$ cat config.mk
export PLATFORM = sky130hd
export DESIGN_NAME = flash_cmd_front
export DESIGN_NICKNAME = d
export VERILOG_FILES = /design/src/rtl/flash_cmd_pkg.sv /design/src/rtl/fc_cmd_check.sv /design/src/rtl/fc_busy_timer.sv /design/src/rtl/fc_word_store.sv /design/src/rtl/flash_cmd_front.sv
export SDC_FILE = /design/constraint.sdc
export NUM_CORES = 1
export LEC_CHECK = 0
export ABC_AREA = 0
export BUFFER_PORTS_ARGS = -buffer_cell sky130_fd_sc_hd__buf_4
export CORE_MARGIN = 4
export CORE_UTILIZATION = 62
export DETAILED_ROUTE_END_ITERATION = 10
export PLACE_DENSITY = 0.8
export SYNTH_ARGS = -nofsm -noshare
export SYNTH_HDL_FRONTEND = slang
export SYNTH_HIERARCHICAL = 1
export SYNTH_SLANG_ARGS = --single-unit
$ cat constraint.sdc
create_clock -name clk -period 3.42 [get_ports clk]
set_input_delay 0.684 -clock clk [delete_from_list [all_inputs] [get_ports clk]]
set_output_delay 0.684 -clock clk [all_outputs]
set_load 0.02 [all_outputs]
$ cat src/rtl/flash_cmd_pkg.sv
package flash_cmd_pkg;
    localparam int REG_W = 16;
    localparam int OFF_W = 3;

    localparam logic [OFF_W-1:0] OFF_STAT = 3'd0;
    localparam logic [OFF_W-1:0] OFF_MODE = 3'd1;
    localparam logic [OFF_W-1:0] OFF_ADDR = 3'd2;
    localparam logic [OFF_W-1:0] OFF_DATA = 3'd3;
    localparam logic [OFF_W-1:0] OFF_CMD  = 3'd4;

    typedef enum logic [7:0] {
        OP_READ  = 8'h01,
        OP_WRITE = 8'h02,
        OP_ERASE = 8'h06
    } op_e;

    localparam logic [REG_W-1:0] ERASE_KEY_ADDR = 16'hFFC3;
    localparam logic [REG_W-1:0] ERASE_KEY_DATA = 16'h3CFF;
    localparam logic [31:0]      PROT_OPEN      = 32'hFFFF_FFFF;

    localparam int BIT_SUCC = 0;
    localparam int BIT_FAIL = 1;
    localparam int BIT_BUSY = 2;
    localparam int BIT_IRQ  = 3;
    localparam int MODE_KEY = 3;
    localparam int MODE_IE  = 4;
endpackage

$ cat src/rtl/fc_cmd_check.sv
module fc_cmd_check
    import flash_cmd_pkg::*;
(
    input  logic [7:0]       code,
    input  logic             key_en,
    input  logic [REG_W-1:0] addr,
    input  logic [REG_W-1:0] data,
    input  logic [31:0]      prot,
    output logic             accept
);
    logic erase_ok;

    always_comb begin
        erase_ok = key_en && (addr == ERASE_KEY_ADDR) &&
                   (data == ERASE_KEY_DATA) && (prot == PROT_OPEN);
        case (code)
            OP_READ, OP_WRITE: accept = 1'b1;
            OP_ERASE:          accept = erase_ok;
            default:           accept = 1'b0;
        endcase
    end
endmodule

$ cat src/rtl/fc_busy_timer.sv
module fc_busy_timer #(
    parameter int BUSY_CYCLES = 8
) (
    input  logic clk,
    input  logic rst_n,
    input  logic start,
    output logic busy,
    output logic done
);
    localparam int CNT_W = $clog2(BUSY_CYCLES + 1);
    localparam logic [CNT_W-1:0] CNT_LOAD = CNT_W'(BUSY_CYCLES);

    logic [CNT_W-1:0] cnt_d, cnt_q;

    always_comb begin
        cnt_d = cnt_q;
        if (start && cnt_q == '0) begin
            cnt_d = CNT_LOAD;
        end else if (cnt_q != '0) begin
            cnt_d = cnt_q - 1'b1;
        end
    end

    always_ff @(posedge clk or negedge rst_n) begin
        if (!rst_n) cnt_q <= '0;
        else        cnt_q <= cnt_d;
    end

    assign busy = (cnt_q != '0);
    assign done = (cnt_q == CNT_W'(1));

    p_start_busy_r4: assert property (@(posedge clk) disable iff (!rst_n)
        (start && !busy) |=> busy);
    p_done_idle_r4: assert property (@(posedge clk) disable iff (!rst_n)
        (done && !start) |=> !busy);
endmodule

$ cat src/rtl/fc_word_store.sv
module fc_word_store
    import flash_cmd_pkg::*;
#(
    parameter int WORDS = 16,
    localparam int IDX_W = $clog2(WORDS)
) (
    input  logic             clk,
    input  logic             rst_n,
    input  logic             wr_en,
    input  logic             erase_en,
    input  logic [IDX_W-1:0] idx,
    input  logic [REG_W-1:0] wr_data,
    output logic [REG_W-1:0] rd_data
);
    logic [REG_W-1:0] mem_q [WORDS];

    always_ff @(posedge clk or negedge rst_n) begin
        if (!rst_n) begin
            for (int i = 0; i < WORDS; i++) mem_q[i] <= '0;
        end else if (erase_en) begin
            for (int i = 0; i < WORDS; i++) mem_q[i] <= '1;
        end else if (wr_en) begin
            mem_q[idx] <= wr_data;
        end
    end

    assign rd_data = mem_q[idx];

    p_erase_fill_r8: assert property (@(posedge clk) disable iff (!rst_n)
        erase_en |=> (mem_q[0] == '1 && mem_q[WORDS-1] == '1));
endmodule

$ cat src/rtl/flash_cmd_front.sv
module flash_cmd_front
    import flash_cmd_pkg::*;
#(
    parameter int WORDS       = 16,
    parameter int BUSY_CYCLES = 8
) (
    input  logic             clk,
    input  logic             rst_n,
    input  logic             bus_sel,
    input  logic             bus_wr,
    input  logic             bus_rd,
    input  logic [OFF_W-1:0] bus_addr,
    input  logic [REG_W-1:0] bus_wdata,
    output logic [REG_W-1:0] bus_rdata,
    input  logic [31:0]      prot_word,
    output logic             irq_o
);
    localparam int IDX_W = $clog2(WORDS);

    typedef struct packed {
        logic             ie;
        logic             key;
        logic [REG_W-1:0] addr;
        logic [REG_W-1:0] data;
        logic             succ;
        logic             fail;
        logic             irq;
        logic [7:0]       op;
        logic [IDX_W-1:0] op_idx;
        logic [REG_W-1:0] op_data;
    } state_t;

    state_t st_d, st_q;

    logic             busy, done, accept;
    logic             wr_hit_mode, wr_hit_addr, wr_hit_data, cmd_wr, rd_stat;
    logic             go, rej;
    logic [REG_W-1:0] store_rd;
    logic [IDX_W-1:0] store_idx;

    fc_cmd_check u_check (
        .code   (bus_wdata[7:0]),
        .key_en (st_q.key),
        .addr   (st_q.addr),
        .data   (st_q.data),
        .prot   (prot_word),
        .accept (accept)
    );

    fc_busy_timer #(.BUSY_CYCLES(BUSY_CYCLES)) u_timer (
        .clk   (clk),
        .rst_n (rst_n),
        .start (go),
        .busy  (busy),
        .done  (done)
    );

    assign store_idx = busy ? st_q.op_idx : st_q.addr[IDX_W-1:0];

    fc_word_store #(.WORDS(WORDS)) u_store (
        .clk      (clk),
        .rst_n    (rst_n),
        .wr_en    (done && st_q.op == OP_WRITE),
        .erase_en (done && st_q.op == OP_ERASE),
        .idx      (store_idx),
        .wr_data  (st_q.op_data),
        .rd_data  (store_rd)
    );

    always_comb begin
        wr_hit_mode = bus_sel && bus_wr && (bus_addr == OFF_MODE);
        wr_hit_addr = bus_sel && bus_wr && (bus_addr == OFF_ADDR);
        wr_hit_data = bus_sel && bus_wr && (bus_addr == OFF_DATA);
        cmd_wr      = bus_sel && bus_wr && (bus_addr == OFF_CMD) && !busy;
        rd_stat     = bus_sel && bus_rd && (bus_addr == OFF_STAT);
        go          = cmd_wr && accept;
        rej         = cmd_wr && !accept;

        st_d = st_q;
        if (wr_hit_mode) begin
            st_d.ie  = bus_wdata[MODE_IE];
            st_d.key = bus_wdata[MODE_KEY];
        end
        if (wr_hit_addr) st_d.addr = bus_wdata;
        if (wr_hit_data) st_d.data = bus_wdata;
        if (rd_stat) begin
            st_d.succ = 1'b0;
            st_d.fail = 1'b0;
            st_d.irq  = 1'b0;
        end
        if (go) begin
            st_d.op      = bus_wdata[7:0];
            st_d.op_idx  = st_q.addr[IDX_W-1:0];
            st_d.op_data = st_q.data;
        end
        if (rej) st_d.fail = 1'b1;
        if (done) begin
            st_d.succ = 1'b1;
            if (st_q.ie) st_d.irq = 1'b1;
            if (st_q.op == OP_READ) st_d.data = store_rd;
        end
    end

    always_ff @(posedge clk or negedge rst_n) begin
        if (!rst_n) st_q <= '0;
        else        st_q <= st_d;
    end

    always_comb begin
        bus_rdata = '0;
        case (bus_addr)
            OFF_STAT: begin
                bus_rdata[BIT_SUCC] = st_q.succ;
                bus_rdata[BIT_FAIL] = st_q.fail;
                bus_rdata[BIT_BUSY] = busy;
                bus_rdata[BIT_IRQ]  = st_q.irq;
            end
            OFF_MODE: begin
                bus_rdata[MODE_IE]  = st_q.ie;
                bus_rdata[MODE_KEY] = st_q.key;
            end
            OFF_ADDR: bus_rdata = st_q.addr;
            OFF_DATA: bus_rdata = st_q.data;
            default:  bus_rdata = '0;
        endcase
    end

    assign irq_o = st_q.irq;

    p_clear_on_read_r3: assert property (@(posedge clk) disable iff (!rst_n)
        (rd_stat && !done && !rej) |=> (!st_q.succ && !st_q.fail && !st_q.irq));
    p_busy_not_read_r4: assert property (@(posedge clk) disable iff (!rst_n)
        (busy && !done && rd_stat) |=> busy);
    p_ignore_busy_r5: assert property (@(posedge clk) disable iff (!rst_n)
        (busy && !done && !rd_stat) |=> $stable(st_q.fail) && $stable(st_q.op));
    p_irq_needs_en_r7: assert property (@(posedge clk) disable iff (!rst_n)
        $rose(irq_o) |-> $past(st_q.ie) && $past(done));
    p_reject_idle_r9: assert property (@(posedge clk) disable iff (!rst_n)
        (rej && !busy) |=> (!busy && st_q.fail));
endmodule

==> summary.md, run 1 <==
| Metric | Value |
|---|---|
| Fin. max-slew vios | `0` |
| Setup_tns | `0 ns` |
| Clk_skew | `0.02712 ns` |
| R2R Setup Slk | `0.20 ns` |
| Port buffer count | `slightly above 70` |
| Post-CTS Setup Inserts | `0` |
| Largest cells by area after synthesis | `dfrtp_1 50%, a211o_1 13%, and3_1 9.3%` |
| Post-CTS Hold Fix Bufs | `0` |
| R2R Path End | `u_store/mem_q[154]` |
| Proportion of layout cells with a drive suffix above 1 | `0.2574` |
| Syn Inst Count | `1340` |
| Worst vdd ir | `0.5025 mV` |
| Cell area after synthesis | `about 16000 µm²` |
| Total iterations of the first detailed-routing run | `5` |
| Drt via density | `roughly 7` |
| RSZ-0062 raised after global routing | `no` |
| Leakage Power | `11.16 nW` |
| DR iter-0 viols | `1705` |
| Crit path launch | `u_timer/cnt_q[1]` |
| Post-Layout Cell Count | `1718` |
| Skew-Pair Late Insertion Delay | `0.53 ns` |
| Die Area | `28940 µm²` |
| Synth unique cells | `53` |
| Worst-path clk slew | `0.06 ns` |
| Period utilization | `0.9404` |
| Antenna-violating nets left | `0` |
| Drt total wl | `around 45 mm` |
| CTS tree | `built` |
| Root Buffer Master | `clkbuf_16` |
| CP required | `between 3 and 4 ns` |
| Global-route wire length before repair | `71.65 mm` |
| Min Tclk post-route | `around 3.2 ns` |
| F_max | `0.3109 GHz` |
| Worst Setup Start Kind | `flop` |
| Die Width | `170.1 µm` |
| Ys async rst share | `1.000` |
| P per Cell Area | `498.4 nW/µm²` |
| Worst-case clock buffer depth | `3` |
| Outcome | `finished clean` |
| Worst-case reg-to-reg path depth | `9` |
| Cells after DPL | `1652` |
| Critical path fanouts, max | `19` |
| Synth cell count leaders | `325 x dfrtp_1, 241 x and3_1, 240 x a211o_1` |
| Yosys reg bits | `between 300 and 400` |
| Hold WS | `approximately 0.12 ns` |
| I/O Pins | `73` |
| Final Wtd Congestion | `0.8389` |
| Num CTS Buffers | `36` |
| CTS sink cnt | `325` |
| Post-Place Setup Slack | `0.2143 ns` |
| Post-route setup slack | `0.2037 ns` |
| Routed wire length per instance | `roughly 26 µm` |
| Number of flops mapped to enable cells by yosys | `0` |
| Final Hold Vio Count | `0` |
| Overflow left after global routing | `0` |
| Slew @ Worst Pin | `between 0.8 and 0.9 ns` |
| DP Wirelength | `27.67 mm` |
| Max-cap viol count | `0` |
| Core Box Area | `25980 µm²` |
| Crit. End Element | `flop` |
| CTS H-tree depth | `2` |
| Kind of critical path | `flop to flop` |
| Origin of the critical flop-to-flop path | `u_timer/cnt_q[1]` |
| Final Setup Violations | `0` |
| Syn avg cell area | `between 10 and 15 µm²` |
| Largest net degree at the start of global routing | `103` |
| Critical Path End | `u_store/mem_q[154]` |
| Nets | `1414` |
| CTS resizes | `0` |
| Leading area contributor after synthesis | `dfrtp_1` |
| Initial antenna violation count | `0` |
| Seq/Total Area, Yosys | `0.4990` |
| Die Span Y | `170.1 µm` |
| Worst min path class | `input pin to asynchronous set/reset pin` |
| Syn nets | `between 1000 and 1500` |
| Share of the synthesized area in the top cell type | `0.4990` |
| Vias in the first global route | `approximately 13000` |
| Rows | `59` |
| Starting density of the core | `0.6272` |
| DRC errors left | `0` |
| Area Growth Syn to Fin | `12.74%` |
| Warning count from the yosys run | `6` |
| Filler Cell Count | `1772` |
| # diodes | `0` |
| DR vias | `12343` |
| Count leader, synth | `dfrtp_1` |
| Slew margin rel. | `0.4333` |
| All-Layer GR Usage | `0.3124` |
| Most used DFF post-synth | `dfrtp_1` |
| Critical Path AT | `3.61 ns` |
-- how the worst min path moves through the flow --
stage	to	slack (ns)
floorplan	irq_o	0.39
global placement	u_store/mem_q[71]	0.46
detailed placement	u_store/mem_q[203]	0.47
CTS	u_store/mem_q[110]	0.14
global route	u_store/mem_q[56]	0.15
finish	u_store/mem_q[30]	0.12
-- sequential cells by signal (all words and copies together) (netlist names) --
register,cells
u_store/mem_q,256
st_q,64
irq_o,1
u_timer/cnt_q,4
-- critical path, cell delays in order, from the launching register on --
cell and delay (ns):
dfrtp_1 0.39, inv_1 0.12, ha_1 0.15, and2_1 0.17
or4b_4 0.53, nor4_1 0.25, buf_4 0.18, and3b_2 0.47
nand2_2 0.40, a211o_1 0.40
-- per-stage QoR --
stage	power [mW]	instance area [µm²]	utilization
finish	9.157	18370	0.7070
detailed placement	5.159	17110	0.6583
floorplan	4.702	16300	-
global placement	5.135	17110	0.6583
CTS	9.172	18360	0.7066
global route	9.429	18370	0.7070
-- logic make-up (layout without fill, tap and decap cells) --
family	after synthesis	in the layout	synth area share
xor gates and xnor gates	1	1	0.0005375
DFF	325	325	0.4990
adders and majority gates	3	3	0.002304
muxes	148	148	0.1447
and+or+nand+nor	370	370	0.1374
buffers and inverters	159	202	0.04537
AOI/OAI and AO/OA	334	334	0.1707
-- cell type report --
cell class | instances | area (µm²) | share of cell area
timing repair buffer | 129 | 1064 | 0.05789
sequential | 325 | 8133 | 0.4427
clock inverter | 13 | 130.1 | 0.007083
inverter | 7 | 26.28 | 0.001430
multi-input combinational | 856 | 7475 | 0.4068
tap | 335 | 419.2 | 0.02281
clock buffer | 53 | 1126 | 0.06129
-- metal layers --
| layer | part of all wire | global-route usage | up-vias |
|---|---|---|---|
| li1 | - | - | 5179 |
| met1 | 0.40 | 0.4405 | 6377 |
| met2 | 0.48 | 0.4974 | 660 |
| met3 | 0.091 | 0.05854 | 127 |
| met4 | 0.032 | 0.1045 | 0 |
| met5 | 0 | 0 | - |
-- layout by cell type (no fill, tap or decap), types with 3 or more instances in the layout --
cell,n
nor2b_1,3
ha_1,3
nand2_1,38
nand2_2,14
clkbuf_8,14
a21bo_2,15
mux2_2,49
buf_4,121
mux2i_1,32
clkinvlp_4,3
a22oi_1,32
nand4b_1,5
clkinv_2,6
nand4_1,11
or4_1,3
nor4_1,4
nor2_1,21
and3_1,240
nand2b_1,7
mux4_2,65
clkbuf_16,37
buf_12,7
dfrtp_1,325
a31oi_1,19
o21ai_0,15
inv_1,7
a211o_1,240
-- where the power goes --
group / switching (mW) / total [mW] / internal (mW) / leakage [nW]
combinational: 0.579 / 0.959 / 0.381 / 6.09
sequential: 0.175 / 4.16 / 3.98 / 4.45
clock: 1.60 / 4.04 / 2.44 / 0.620
total: 2.35 / 9.16 / 6.80 / 11.2
(Power assumes the default switching activity.)
==> inputs of run 2 (changes only) <==
--- a/config.mk
+++ b/config.mk
@@ -7,10 +7,14 @@
 export LEC_CHECK = 0
 export ABC_AREA = 0
 export BUFFER_PORTS_ARGS = -buffer_cell sky130_fd_sc_hd__buf_4
+export CAP_MARGIN = 25
+export CELL_PAD_IN_SITES_DETAIL_PLACEMENT = 1
+export CELL_PAD_IN_SITES_GLOBAL_PLACEMENT = 1
 export CORE_MARGIN = 4
-export CORE_UTILIZATION = 62
+export CORE_UTILIZATION = 51
 export DETAILED_ROUTE_END_ITERATION = 10
-export PLACE_DENSITY = 0.8
+export PLACE_DENSITY_LB_ADDON = 0.1
+export REMOVE_ABC_BUFFERS = 1
 export SYNTH_ARGS = -nofsm -noshare
 export SYNTH_HDL_FRONTEND = slang
 export SYNTH_HIERARCHICAL = 1
==> run 2 against run 1 <==
Core utilization shrank 11 points. Die area rose by 21%. Final cell count grew 5.1%. Sequential share of layout area fell by 0.85 points. Register-to-register slack worse by 0.05 ns. Clock power grew 3%. Setup slack got worse by 0.048 ns. Largest power group is now clock.
==> summary.md, run 2 (synthesized netlist as in run 1, its figures left out) <==
| Metric | Value |
|---|---|
| CTS H-tree depth | `2` |
| Slowest Stage Delay on Critical Path | `0.53 ns` |
| CTS tree | `built` |
| Min Tclk post-route | `between 3 and 4 ns` |
| Routed wire length per instance | `29.14 µm` |
| Crit path max-delay family | `simple AND/OR/NAND/NOR gates` |
| Root Buffer Master | `clkbuf_16` |
| Worst-path clk slew | `~0.060 ns` |
| Worst Setup Start Kind | `flop` |
| Worst vdd ir | `0.4928 mV` |
| Critical Path AT | `3.66 ns` |
| Fin. max-slew vios | `0` |
| Overflow left after global routing | `0` |
| Total iterations of the first detailed-routing run | `5` |
| WP buf/inv | `2` |
| Initial antenna violation count | `1` |
| Nets | `between 1000 and 1500` |
| DR iter-0 viols | `1182` |
| Max-cap viol count | `0` |
| Starting density of the core | `0.5165` |
| Final Hold Vio Count | `0` |
| DP Wirelength | `32.80 mm` |
| R2R Path End | `u_store/mem_q[170]` |
| Crit path launch | `u_timer/cnt_q[1]` |
| Design Area, Final | `around 19000 µm²` |
| Port buffer count | `72` |
| Critical path fanouts, max | `21` |
| Crit. End Element | `flop` |
| Rows | `65` |
| Die Span Y | `roughly 190 µm` |
| Crit path cell chain | `inv_1, ha_1, and2_1, or4b_4, nor4_1, buf_4, and3b_2, nand2_2, a211o_1` |
| Max reg flops | `between 200 and 300` |
| Global-route wire length before repair | `81.61 mm` |
| F_max | `~0.31 GHz` |
| Outcome | `finished clean` |
| Slowest cell on crit path | `or4b_4` |
| Slew margin rel. | `0.4199` |
| Die Width | `186.8 µm` |
| Clk_skew | `0.01690 ns` |
| Die Area | `34880 µm²` |
| Dpl cell area | `17440 µm²` |
| Final Wtd Congestion | `0.8002` |
| Leakage Power | `roughly 11 nW` |
| Final Setup Violations | `0` |
| Num CTS Buffers | `36` |
| # diodes | `0` |
| Origin of the critical flop-to-flop path | `u_timer/cnt_q[1]` |
| P per Cell Area | `499.0 nW/µm²` |
| Hold WS | `0.1183 ns` |
| Drt total wl | `around 53 mm` |
| Largest reg by FF count | `u_store/mem_q` |
| CP required | `3.82 ns` |
| Slew @ Worst Pin | `0.8702 ns` |
| Proportion of layout cells with a drive suffix above 1 | `0.2680` |
| Area Growth Syn to Fin | `14.93%` |
| Commonest non-fill, non-tap cells in the layout | `325 x dfrtp_1, 240 x and3_1, 240 x a211o_1` |
| Core Box Area | `31560 µm²` |
| RSZ-0062 raised after global routing | `no` |
| Skew-Pair Late Insertion Delay | `0.52 ns` |
| CTS sink cnt | `between 300 and 400` |
| Period utilization | `0.9545` |
| Worst-case reg-to-reg path depth | `9` |
| Largest net degree at the start of global routing | `114` |
| R2R Setup Slk | `between 0.15 and 0.2 ns` |
| Filler Cell Count | `3108` |
| All-Layer GR Usage | `0.2966` |
| Regs by FF count | `u_store/mem_q (256), st_q (64), u_timer/cnt_q (4)` |
| Kind of critical path | `flop to flop` |
| I/O Pins | `73` |
| Post-CTS Hold Fix Bufs | `0` |
| Drt via density | `around 6.9` |
| DR vias | `about 12000` |
| Worst-case clock buffer depth | `3` |
| Vias in the first global route | `13336` |
| Worst min path class | `input pin to asynchronous set/reset pin` |
| Most common library cell in the layout ignoring fill and taps | `dfrtp_1` |
| Antenna-violating nets left | `0` |
| DRC errors left | `0` |
==> run 2: what timing repair did <==
action                     4_1_cts  5_1_grt
buffers inserted                 0        1
setup endpoints to repair        0        4
resized for setup                0        2
==> run 2: worst register-to-register path: stages (launching register included) <==
cell	delay, ns
dfrtp_1	0.39
inv_1	0.12
ha_1	0.16
and2_1	0.21
or4b_4	0.53
nor4_1	0.34
buf_4	0.21
and3b_2	0.44
nand2_2	0.35
a211o_1	0.39
==> run 2: final cells by class <==
type | instances | area, µm² | share of cell area
clock inverters | 13 | 193.9 | 0.01035
flip-flops and latches | 325 | 8133 | 0.4342
well taps | 402 | 503.0 | 0.02685
multi-input cells | 856 | 7468 | 0.3987
inverters | 7 | 26.28 | 0.001403
repair buffers | 152 | 1331 | 0.07108
clock buffers | 50 | 1075 | 0.05738
==> run 2: worst max-delay path by stage <==
stage          slack, ns  depth (start not counted)            endpoint
2_1_floorplan     -20.87                          7  u_store/mem_q[224]
3_3_place_gp        0.27                         11            st_q[33]
3_5_place_dp        0.18                         11            st_q[31]
4_1_cts             0.15                         11            st_q[33]
5_1_grt            0.001                          9  u_store/mem_q[170]
6_report            0.16                          9  u_store/mem_q[170]
==> run 2: metal layers <==
metal | up-vias | share of wire | GRT usage
met5 | - | 0 | 0
met4 | 0 | 0.026 | 0.08561
met3 | 94 | 0.044 | 0.03966
met2 | 358 | 0.50 | 0.4959
met1 | 6763 | 0.43 | 0.4110
li1 | 5230 | - | -
==> run 2: power by group <==
group | leakage, nW | switching [mW] | internal [mW]
logic | 6.22 | 0.610 | 0.395
clock network | 0.634 | 1.61 | 2.57
registers | 4.45 | 0.183 | 3.98
==> run 2: stage by stage <==
step / instances / util / setup WS [ns] / total power [mW] / TNS, ns
global placement: 1741 / 0.5527 / 0.2699 / 5.196 / 0
finish: 1805 / 0.5936 / 0.1556 / 9.347 / 0
detailed placement: 1741 / 0.5527 / 0.1782 / 5.222 / 0
floorplan: 1188 / - / -20.87 / 4.651 / -4238.31
CTS: 1804 / 0.5929 / 0.1457 / 9.399 / 0
global route: 1805 / 0.5936 / 0.001173 / 9.676 / 0
==> inputs of run 3 (changes only) <==
--- a/config.mk
+++ b/config.mk
@@ -11,11 +11,10 @@
 export CELL_PAD_IN_SITES_DETAIL_PLACEMENT = 1
 export CELL_PAD_IN_SITES_GLOBAL_PLACEMENT = 1
 export CORE_MARGIN = 4
-export CORE_UTILIZATION = 51
+export CORE_UTILIZATION = 49
 export DETAILED_ROUTE_END_ITERATION = 10
 export PLACE_DENSITY_LB_ADDON = 0.1
 export REMOVE_ABC_BUFFERS = 1
 export SYNTH_ARGS = -nofsm -noshare
 export SYNTH_HDL_FRONTEND = slang
-export SYNTH_HIERARCHICAL = 1
 export SYNTH_SLANG_ARGS = --single-unit
==> run 3 against run 2 <==
Final cell count is 22% higher. Critical path type unchanged. Cell area is 1.9% higher. Routed wire length is 11% higher. Setup slack worse by 0.044 ns. Core utilization is 2.5 points lower. Total power is 3.6% higher. Clock skew is 0.0093 ns higher. Sequential cell count stayed put.
==> summary.md, run 3 <==
| Metric | Value |
|---|---|
| Syn Inst Count | `1703` |
| Vias in the first global route | `around 15000` |
| Critical path fanouts, max | `24` |
| Synth unique cells | `57` |
| P per Cell Area | `507.7 nW/µm²` |
| Clk_skew | `0.02617 ns` |
| Post-CTS Setup Inserts | `0` |
| Skew-Pair Late Insertion Delay | `0.55 ns` |
| CTS sink cnt | `325` |
| All-Layer GR Usage | `0.3163` |
| Die Width | `~190 µm` |
| Count leader, synth | `dfrtp_1` |
| Largest cells by area after synthesis | `dfrtp_1 49%, mux2i_1 12%, o22ai_1 6.2%` |
| Origin of the critical flop-to-flop path | `u_timer.cnt_q[0]` |
| DP Wirelength | `about 37 mm` |
| Leading area contributor after synthesis | `dfrtp_1` |
| Crit path launch | `u_timer.cnt_q[0]` |
| Most common library cell in the layout ignoring fill and taps | `dfrtp_1` |
| Min Tclk post-route | `3.309 ns` |
| Slew margin rel. | `0.2754` |
| DR iter-0 viols | `1129` |
| Cell area after synthesis | `16650 µm²` |
| Commonest non-fill, non-tap cells in the layout | `325 x dfrtp_1, 205 x mux2i_1, 204 x nor2_1` |
| Die Span Y | `192.4 µm` |
| Drt total wl | `58.31 mm` |
| Die Area | `37000 µm²` |
| Num CTS Buffers | `37` |
| Most used DFF post-synth | `dfrtp_1` |
| Worst-case clock buffer depth | `3` |
| Port buffer count | `72` |
| Drt via density | `6.361` |
| DR vias | `~14000` |
| Most common cell on crit path | `buf_4` |
| RSZ-0062 raised after global routing | `no` |
| Nets | `1787` |
| Crit. End Element | `flop` |
| Overflow left after global routing | `0` |
| CTS tree | `built` |
| Yosys reg bits | `~330` |
| I/O Pins | `between 70 and 80` |
| Routed wire length per instance | `approximately 26 µm` |
| Slowest cell on crit path | `a211oi_1` |
| Starting density of the core | `0.4967` |
| Slowest Stage Delay on Critical Path | `about 0.60 ns` |
| Worst vdd ir | `approximately 0.36 mV` |
| Kind of critical path | `flop to flop` |
| Seq/Total Area, Yosys | `0.4883` |
| Final Setup Violations | `0` |
| CTS H-tree depth | `2` |
| Crit path max-delay family | `buffers and inverters` |
| Outcome | `finished clean` |
| Max-cap viol count | `0` |
| Worst-path clk slew | `0.06 ns` |
| Initial antenna violation count | `0` |
| Post-Layout Cell Count | `2202` |
| Share of the synthesized area in the top cell type | `0.4883` |
| Syn avg cell area | `9.780 µm²` |
| Fin. max-slew vios | `0` |
| Ys async rst share | `1.000` |
| Slew @ Worst Pin | `approximately 1.1 ns` |
| Warning count from the yosys run | `0` |
| R2R Setup Slk | `0.11 ns` |
| Path length in cells of the critical path | `9` |
| Rows | `67` |
| # diodes | `0` |
| Core Box Area | `about 34000 µm²` |
| Proportion of layout cells with a drive suffix above 1 | `0.1648` |
| Root Buffer Master | `clkbuf_16` |
| Area Growth Syn to Fin | `14.57%` |
| Largest net degree at the start of global routing | `99` |
| Worst-case reg-to-reg path depth | `9` |
| Synth cell count leaders | `325 x dfrtp_1, 206 x mux2i_1, 205 x nor2_1` |
| Crit path cell chain | `inv_1, ha_1, or3b_4, mux2i_4, buf_4, buf_4, mux2i_1, a211oi_1, a21oi_1` |
| Final Hold Vio Count | `0` |
| Cells after DPL | `2137` |
| DRC errors left | `0` |
| CP required | `3.80 ns` |
| Regs by FF count | `u_store.mem_q (256), st_q (64), u_timer.cnt_q (4)` |
| R2R Path End | `st_q[44]` |
| Max reg flops | `256` |
| Critical Path End | `st_q[44]` |
| Total iterations of the first detailed-routing run | `5` |
| Hold WS | `0.03136 ns` |
| Filler Cell Count | `~3600` |
| Period utilization | `0.9675` |
| Critical Path AT | `3.69 ns` |
| Setup_tns | `0 ns` |
| Leakage Power | `8.597 nW` |
| Worst min path class | `input pin to asynchronous set/reset pin` |
| Global-route wire length before repair | `90.02 mm` |
| Final Wtd Congestion | `0.8486` |
| Worst Setup Start Kind | `flop` |
| F_max | `0.3022 GHz` |
| Largest reg by FF count | `u_store.mem_q` |
| Number of flops mapped to enable cells by yosys | `0` |
| WP buf/inv | `3` |
| Antenna-violating nets left | `0` |
[run 3: cell count changes in the layout (fill, tap and decap cells not counted), sizes merged, moves of 38 or more]
| cell | before | now |
|---|---|---|
| a211o | 240 | 0 |
| nand2 | 52 | 185 |
| nand3 | 2 | 40 |
| and3 | 241 | 33 |
| nor2 | 24 | 207 |
| a21oi | 2 | 165 |
| mux2i | 32 | 208 |
| mux4 | 65 | 1 |
| o22ai | 0 | 165 |
[run 3: per-layer routing]
layer  GRT usage  wire length (µm)  up-vias
met2      0.5263             28250      479
met4      0.1149              2120        0
met5           0                 0        -
met3     0.06693              3907      121
li1            -                 -     6154
met1      0.4100             24040     7254
[run 3: worst min path at each step]
stage               end  slack, ns
6_report       st_q[30]       0.03
3_3_place_gp   st_q[30]       0.47
5_1_grt        st_q[30]       0.04
2_1_floorplan     irq_o       0.39
4_1_cts        st_q[29]       0.03
3_5_place_dp   st_q[30]       0.47
[run 3: where the power goes]
group	leakage (nW)	total, mW	internal, mW	switching, mW
combinational	3.54	1.54	0.636	0.904
sequential	4.48	4.16	3.98	0.185
clock	0.581	3.98	2.37	1.61
total	8.60	9.69	6.99	2.70
[run 3: worst reg2reg max path: stages (launching register included)]
cell and delay (ns):
dfrtp_1 0.38, inv_1 0.12, ha_1 0.23, or3b_4 0.51, mux2i_4 0.41, buf_4 0.40
buf_4 0.26, mux2i_1 0.11, a211oi_1 0.60, a21oi_1 0.13
[run 3: area by class of cell]
type | count | area (µm²) | area share
clock buffer | 59 | 1111 | 0.05823
inverter | 5 | 21.27 | 0.001115
tap | 448 | 560.5 | 0.02938
timing repair buffer | 141 | 1291 | 0.06767
sequential | 325 | 8133 | 0.4262
multi-input combinational | 1218 | 7878 | 0.4129
clock inverter | 6 | 86.33 | 0.004525
[run 3: logic make-up (layout without fill, tap and decap cells)]
kind of cell               count (synthesis)  after routing  synth area share
and+or+nand+nor                          543            543            0.1515
AOI/OAI and AO/OA                        402            402            0.1466
DFF                                      325            325            0.4883
muxes                                    268            268            0.1669
buffers and inverters                    160            211           0.04342
adders and majority gates                  3              3          0.002254
xor gates and xnor gates                   2              2          0.001052
[run 3: per-stage QoR]
stage | total power [mW] | worst slack, ns | util | instance area [µm²]
floorplan | 5.090 | -4.377 | - | 15950
global placement | 5.692 | -0.2046 | 0.5319 | 17840
detailed placement | 5.737 | -0.1943 | 0.5319 | 17840
CTS | 9.733 | 0.1648 | 0.5684 | 19060
global route | 10.05 | 0.006980 | 0.5690 | 19080
finish | 9.686 | 0.1112 | 0.5690 | 19080
[run 3: what timing repair did]
action	CTS	global route
hold buffers	0	0
pin swaps	1	0
setup endpoints to repair	7	4
gates resized for setup	6	4
